`config.mk`:
```
export PLATFORM = sky130hd
export DESIGN_NAME = port_resume_blank
export DESIGN_NICKNAME = d
export VERILOG_FILES = /design/src/rtl/prb_pkg.sv /design/src/rtl/prb_ctl.sv /design/src/rtl/prb_port.sv /design/src/rtl/prb_filter.sv /design/src/rtl/port_resume_blank.sv
export SDC_FILE = /design/constraint.sdc
export NUM_CORES = 1
export LEC_CHECK = 0
export ABC_CLOCK_PERIOD_IN_PS = 2180
export CORE_MARGIN = 2
export CORE_UTILIZATION = 58
export CTS_CLUSTER_SIZE = 16
export DETAILED_ROUTE_END_ITERATION = 10
export DONT_BUFFER_PORTS = 1
export HOLD_SLACK_MARGIN = 0.05
export PLACE_DENSITY = 0.81
export RECOVER_POWER = 50
export SYNTH_ARGS = -nofsm -noshare
export SYNTH_HDL_FRONTEND = slang
export SYNTH_HIERARCHICAL = 1
export SYNTH_SLANG_ARGS = --single-unit
```
`constraint.sdc`:
```
create_clock -name clk -period 2.18 [get_ports clk]
set_input_delay 0.327 -clock clk [delete_from_list [all_inputs] [get_ports clk]]
set_output_delay 0.327 -clock clk [all_outputs]
set_load 0.01 [all_outputs]
```
`src/rtl/prb_pkg.sv`:
```
package prb_pkg;
    typedef enum logic [1:0] {
        HC_RESET   = 2'b00,
        HC_RESUME  = 2'b01,
        HC_OPER    = 2'b10,
        HC_SUSPEND = 2'b11
    } hc_state_e;

    typedef enum logic [1:0] {
        PT_ACTIVE   = 2'b00,
        PT_SUSP     = 2'b01,
        PT_RESUMING = 2'b10,
        PT_BLANK    = 2'b11
    } port_state_e;

    localparam logic [3:0] CC_OK  = 4'h0;
    localparam logic [3:0] CC_DNR = 4'h5;
    localparam int         LIST_CNT = 4;
endpackage

```
`src/rtl/prb_ctl.sv`:
```
module prb_ctl
    import prb_pkg::*;
#(
    parameter int BLANK_TICKS = 3
) (
    input  logic      clk,
    input  logic      rst_n,
    input  logic      frame_tick,
    input  logic      state_wr_valid,
    input  logic [1:0] state_wr_val,
    input  logic      wakeup,
    input  logic      rsm_done,
    output hc_state_e state,
    output logic      blank
);
    localparam int CNT_W = (BLANK_TICKS > 1) ? $clog2(BLANK_TICKS) : 1;
    localparam logic [CNT_W-1:0] LAST = CNT_W'(BLANK_TICKS - 1);

    typedef struct packed {
        hc_state_e        st;
        logic             blank;
        logic [CNT_W-1:0] cnt;
    } ctl_regs_t;

    ctl_regs_t ctl_d, ctl_q;
    hc_state_e wr_st;

    always_comb begin
        ctl_d = ctl_q;
        wr_st = hc_state_e'(state_wr_val);
        if (ctl_q.blank && frame_tick) begin
            if (ctl_q.cnt == LAST) begin
                ctl_d.blank = 1'b0;
                ctl_d.cnt   = '0;
            end else begin
                ctl_d.cnt = ctl_q.cnt + 1'b1;
            end
        end
        if (state_wr_valid) begin
            ctl_d.st = wr_st;
            if (wr_st == HC_OPER) begin
                if (ctl_q.st == HC_RESUME) begin
                    ctl_d.blank = 1'b1;
                    ctl_d.cnt   = '0;
                end
            end else begin
                ctl_d.blank = 1'b0;
                ctl_d.cnt   = '0;
            end
        end else if (wakeup && ctl_q.st == HC_SUSPEND) begin
            ctl_d.st = HC_RESUME;
        end else if (rsm_done && ctl_q.st == HC_RESUME) begin
            ctl_d.st    = HC_OPER;
            ctl_d.blank = 1'b1;
            ctl_d.cnt   = '0;
        end
    end

    always_ff @(posedge clk or negedge rst_n) begin
        if (!rst_n) begin
            ctl_q <= '{st: HC_RESET, blank: 1'b0, cnt: '0};
        end else begin
            ctl_q <= ctl_d;
        end
    end

    assign state = ctl_q.st;
    assign blank = ctl_q.blank;
endmodule

```
`src/rtl/prb_port.sv`:
```
module prb_port
    import prb_pkg::*;
#(
    parameter int BLANK_TICKS = 3
) (
    input  logic clk,
    input  logic rst_n,
    input  logic frame_tick,
    input  logic susp_req,
    input  logic resume_req,
    input  logic wakeup,
    input  logic rsm_done,
    input  logic pssc_clr,
    output logic active,
    output logic pssc
);
    localparam int CNT_W = (BLANK_TICKS > 1) ? $clog2(BLANK_TICKS) : 1;
    localparam logic [CNT_W-1:0] LAST = CNT_W'(BLANK_TICKS - 1);

    typedef struct packed {
        port_state_e      st;
        logic [CNT_W-1:0] cnt;
        logic             pssc;
    } port_regs_t;

    port_regs_t pt_d, pt_q;
    logic       done_set;

    always_comb begin
        pt_d     = pt_q;
        done_set = 1'b0;
        case (pt_q.st)
            PT_ACTIVE: begin
                if (susp_req) pt_d.st = PT_SUSP;
            end
            PT_SUSP: begin
                if (resume_req || wakeup) pt_d.st = PT_RESUMING;
            end
            PT_RESUMING: begin
                if (rsm_done) begin
                    pt_d.st  = PT_BLANK;
                    pt_d.cnt = '0;
                end
            end
            PT_BLANK: begin
                if (frame_tick) begin
                    if (pt_q.cnt == LAST) begin
                        pt_d.st  = PT_ACTIVE;
                        pt_d.cnt = '0;
                        done_set = 1'b1;
                    end else begin
                        pt_d.cnt = pt_q.cnt + 1'b1;
                    end
                end
            end
            default: pt_d.st = PT_ACTIVE;
        endcase
        pt_d.pssc = done_set | (pt_q.pssc & ~pssc_clr);
    end

    always_ff @(posedge clk or negedge rst_n) begin
        if (!rst_n) begin
            pt_q <= '{st: PT_ACTIVE, cnt: '0, pssc: 1'b0};
        end else begin
            pt_q <= pt_d;
        end
    end

    assign active = (pt_q.st == PT_ACTIVE);
    assign pssc   = pt_q.pssc;
endmodule

```
`src/rtl/prb_filter.sv`:
```
module prb_filter
    import prb_pkg::*;
#(
    parameter int PORTS = 2,
    parameter int PW    = 1
) (
    input  hc_state_e          state,
    input  logic               blank,
    input  logic [PORTS-1:0]   port_active,
    input  logic               rsp_valid,
    input  logic [PW-1:0]      rsp_port,
    input  logic [LIST_CNT-1:0] list_en,
    output logic               rsp_drop,
    output logic [3:0]         rsp_cc,
    output logic [LIST_CNT-1:0] list_allow
);
    logic port_ok;
    logic oper;

    always_comb begin
        port_ok = 1'b0;
        for (int i = 0; i < PORTS; i++) begin
            if (rsp_port == PW'(i)) port_ok = port_active[i];
        end
        oper       = (state == HC_OPER);
        rsp_drop   = rsp_valid && (!oper || blank || !port_ok);
        rsp_cc     = rsp_drop ? CC_DNR : CC_OK;
        list_allow = oper ? list_en : '0;
    end
endmodule

```
`src/rtl/port_resume_blank.sv`:
```
module port_resume_blank
    import prb_pkg::*;
#(
    parameter int PORTS       = 2,
    parameter int BLANK_TICKS = 3,
    parameter int PW          = (PORTS > 1) ? $clog2(PORTS) : 1
) (
    input  logic             clk,
    input  logic             rst_n,
    input  logic             frame_tick,
    input  logic             state_wr_valid,
    input  logic [1:0]       state_wr_val,
    input  logic             ctl_wakeup,
    input  logic             ctl_rsm_done,
    input  logic [PORTS-1:0] port_susp_req,
    input  logic [PORTS-1:0] port_resume_req,
    input  logic [PORTS-1:0] port_wakeup,
    input  logic [PORTS-1:0] port_rsm_done,
    input  logic [PORTS-1:0] pssc_clr,
    input  logic             int_en,
    input  logic [3:0]       list_en,
    input  logic             rsp_valid,
    input  logic [PW-1:0]    rsp_port,
    output logic [1:0]       hc_state,
    output logic [3:0]       list_allow,
    output logic             rsp_drop,
    output logic [3:0]       rsp_cc,
    output logic [PORTS-1:0] pss,
    output logic [PORTS-1:0] pssc,
    output logic             irq
);
    hc_state_e        hc_st;
    logic             hc_blank;
    logic [PORTS-1:0] port_active;

    prb_ctl #(.BLANK_TICKS(BLANK_TICKS)) u_ctl (
        .clk            (clk),
        .rst_n          (rst_n),
        .frame_tick     (frame_tick),
        .state_wr_valid (state_wr_valid),
        .state_wr_val   (state_wr_val),
        .wakeup         (ctl_wakeup),
        .rsm_done       (ctl_rsm_done),
        .state          (hc_st),
        .blank          (hc_blank)
    );

    for (genvar g = 0; g < PORTS; g++) begin : g_port
        prb_port #(.BLANK_TICKS(BLANK_TICKS)) u_port (
            .clk        (clk),
            .rst_n      (rst_n),
            .frame_tick (frame_tick),
            .susp_req   (port_susp_req[g]),
            .resume_req (port_resume_req[g]),
            .wakeup     (port_wakeup[g]),
            .rsm_done   (port_rsm_done[g]),
            .pssc_clr   (pssc_clr[g]),
            .active     (port_active[g]),
            .pssc       (pssc[g])
        );
    end

    prb_filter #(.PORTS(PORTS), .PW(PW)) u_filter (
        .state       (hc_st),
        .blank       (hc_blank),
        .port_active (port_active),
        .rsp_valid   (rsp_valid),
        .rsp_port    (rsp_port),
        .list_en     (list_en),
        .rsp_drop    (rsp_drop),
        .rsp_cc      (rsp_cc),
        .list_allow  (list_allow)
    );

    assign hc_state = hc_st;
    assign pss      = ~port_active;
    assign irq      = int_en & (|pssc);
endmodule

```
==> results.tsv <==
stage	metric	value	unit
run_status	status	completed	
critical_path	cp_num_buf_inv	2	
pwr	power_leakage	0.523	nW
critical_path	cp.arrival	1.66	ns
detailed_routing	first_iter_violations	3	
clock_tree	h-tree-depth	1	
yosys	yosysSeqAreaShare	36.8	%
critical_path	crit_path_end_kind	output port	
yosys	async_flop_share	100	%
yosys	syn_area	1020	µm²
timing	timing.final.ws_setup	0.195	ns
placed_design	gp_congestion	0.689	
yosys	synth_xor_xnor_area_share	0	%
pwr	total_power	0.00126	W
grt	grt_pass1_vias	674	
yosys	synth_compound_area_share	22.6	%
timing	setup_viol	0	
layout	drive_gt1_share	16.2	%
layout	fin_area	1040	µm²
detailed_routing	dr.pass1.iters	3	
timing	rsz0062_at_grt	no	
grt	antenna_found_initial	0	
floorplan	dieHeight	45.9	µm
yosys	synth_warnings	6	
floorplan	fp-row-count	15	
timing	slew_headroom	56.7	%
yosys	synth-edff-count	0	
yosys	ys.flop_type	dfrtp_1	
yosys	synth-simple-area-share	16.1	%
clock_tree	clock_sinks	15	
job	max-cap-violations	0	
timing	fin_crit_sh	91.1	%
critical_path	slowest_delay	0.38	ns
clock_tree	worst_skew_pair.late_latency	0.28	ns
floorplan	die_area	2110	µm²
timing	final_max_slew_viol_count	0	
layout	fin_nets	139	
grt	grt_usage	18.7	%
critical_path	start_kind	register	
clock_tree	clock-root-buffer	clkbuf_4	
timing	period_needed	1.99	ns
yosys	syn_inst	104	
layout	nFillCells	145	
timing	skew	0.000380	ns
floorplan	coreArea	1690	µm²
grt	grt_start_max_net_pins	16	
timing	hold_violations	0	
pwr	powerDensity	1210	nW/µm²
layout	multiInputGateArea	543	µm²
pwr	peakVddDrop	0.575	mV
detailed_routing	vias	693	
timing	fin_tns_setup	0	ns
placed_design	dp_slack	0.495	ns
yosys	synthAdderAreaFrac	9.82	%
critical_path	crit_path_top_delay_cell	dfrtp_1	
floorplan	die_w	45.9	µm
clock_tree	cts_max_path_buffers	2	
critical_path	crit_required	1.85	ns
critical_path	crit_type	register to output port	
layout	area_delta_synth_final	2.33	%
placed_design	placed_area	1010	µm²
detailed_routing	drc_errors	0	
floorplan	ios	41	
grt	grt-ovfl-total	0	
yosys	muxShareOfSynthArea	4.05	%
timing	worst_slew_pin_slew	0.647	ns
worst_hold_path	hold_path_class	primary input to register	
critical_path	path_max_fanout	4	
layout	fin_util	61.8	%
layout	ff_latch_area	375	µm²
yosys	synth.avg_cell_area	9.81	µm²
yosys	synth_cell_types	31	
placed_design	hpwl	1350	µm
timing	fmax	0.504	GHz
clock_tree	clk_pin_slew_worst_paths	0.08	ns
detailed_routing	ant_nets	0	
layout	antennaDiodeCount	0	
detailed_routing	via_per_inst	5.68	
clock_tree	postCtsSetupRepairBufs	0	
clock_tree	numCtsBuffers	3	
grt	grt_pass1_wl	2820	µm
floorplan	initial_core_util	60.4	%
yosys	synth_top_family_by_area	compound AO/OA/AOI/OAI gates	
yosys	ys_ff_latch	15	
clock_tree	cts_tree	built	
placed_design	port_buffers	0	
critical_path	crit_chain	inv_1 -> ha_1 -> mux2_1 -> a31oi_1 -> buf_4	
detailed_routing	routedWlPerCell	13.4	µm
detailed_routing	totalWireLength	1640	µm
critical_path	cp_top_family	flip-flops	
[routing by layer]
metal	GRT usage [%]	wire (µm)
met1	24.0	732
met2	29.7	797
met3	6.75	94
met4	5.14	11
met5	0	0
[cell usage in the layout, fill, tap and decap left out, drive strengths merged, types with 2 or more instances in the layout]
cell type / n
mux2: 3
a22oi: 4
ha: 8
a21oi: 3
a32oi: 2
a32o: 4
nand2b: 4
a22o: 2
and2b: 2
and2: 4
o21a: 2
conb: 2
nor2b: 4
nand3: 2
clkbuf: 4
o21ai: 6
nor2: 4
nand2: 4
dfrtp: 15
inv: 16
[state kept, by name, indices dropped and copies added (netlist names)]
signal,cells
g_port.u_port/pssc,2
g_port.u_port/pt_q,8
u_ctl/blank,1
u_ctl/ctl_q,2
u_ctl/state,2
[logic make-up after synthesis]
family / after synthesis
compound gates: 28
fa+ha+maj: 8
buf+inv: 22
flops: 15
mux: 3
other cells: 1
simple gates: 27
[where the power goes]
| part | switching [W] | internal [W] | total (W) |
|---|---|---|---|
| logic | 0.000331 | 0.000326 | 0.000658 |
| clock network | 0.0000822 | 0.0000711 | 0.000153 |
| registers | 0.0000848 | 0.000369 | 0.000453 |
[area by class of cell]
cell class / count / area share (%)
Tap cell: 17 / 2.04
Inverter: 16 / 5.76
Sequential cell: 15 / 36.0
Multi-Input combinational cell: 68 / 52.0
Clock buffer: 4 / 2.52
Timing Repair Buffer: 2 / 1.68
[worst paths after layout]
path | startpoint | to | slack [ns] | cells past startpoint
worst max-delay path | g_port[1].u_port/pt_q[3] | rsp_drop | 0.19 | 5
worst min-delay path | state_wr_valid | u_ctl/state[0] | 0.14 | 1
worst max register to register | g_port[1].u_port/pt_q[3] | g_port[1].u_port/pt_q[4] | 0.66 | 5
worst min register to register | g_port[0].u_port/pt_q[1] | g_port[0].u_port/pt_q[1] | 0.55 | 1
max in group asynchronous | rst_n | g_port[0].u_port/pt_q[1] | 1.26 | 1
min in group asynchronous | rst_n | g_port[1].u_port/pt_q[4] | 0.51 | 1
[cell usage after synthesis (all sizes together) (2+ instances only)]
cell type  count  area share [%]
and2           4             2.5
nor2           4             1.5
nor2b          4             2.5
a22oi          4             4.9
a32oi          2             1.7
o21a           2             1.5
buf            6             4.4
a32o           4             4.2
nand3          2             2.0
nand2          4             1.5
ha             8             9.8
a21oi          3             1.5
and2b          2             1.7
mux2           3             4.0
dfrtp         15              37
a22o           2             1.7
inv           16             5.9
nand2b         4             2.5
o21ai          6             2.9
[repair_timing]
item / in CTS / in global routing
setup endpoints to repair: 0 / 0
hold endpoints to repair: 15 / 0
resized for setup: 0 / 0
hold buffers: 1 / 0
[metrics by stage]
stage,instances,hold WS (ns)
after floorplan,105,0.0314
after global placement,117,0.0318
after detailed placement,117,0.0318
after CTS,122,0.133
after global routing,122,0.133
final,122,0.140
(Power assumes the default switching activity.)
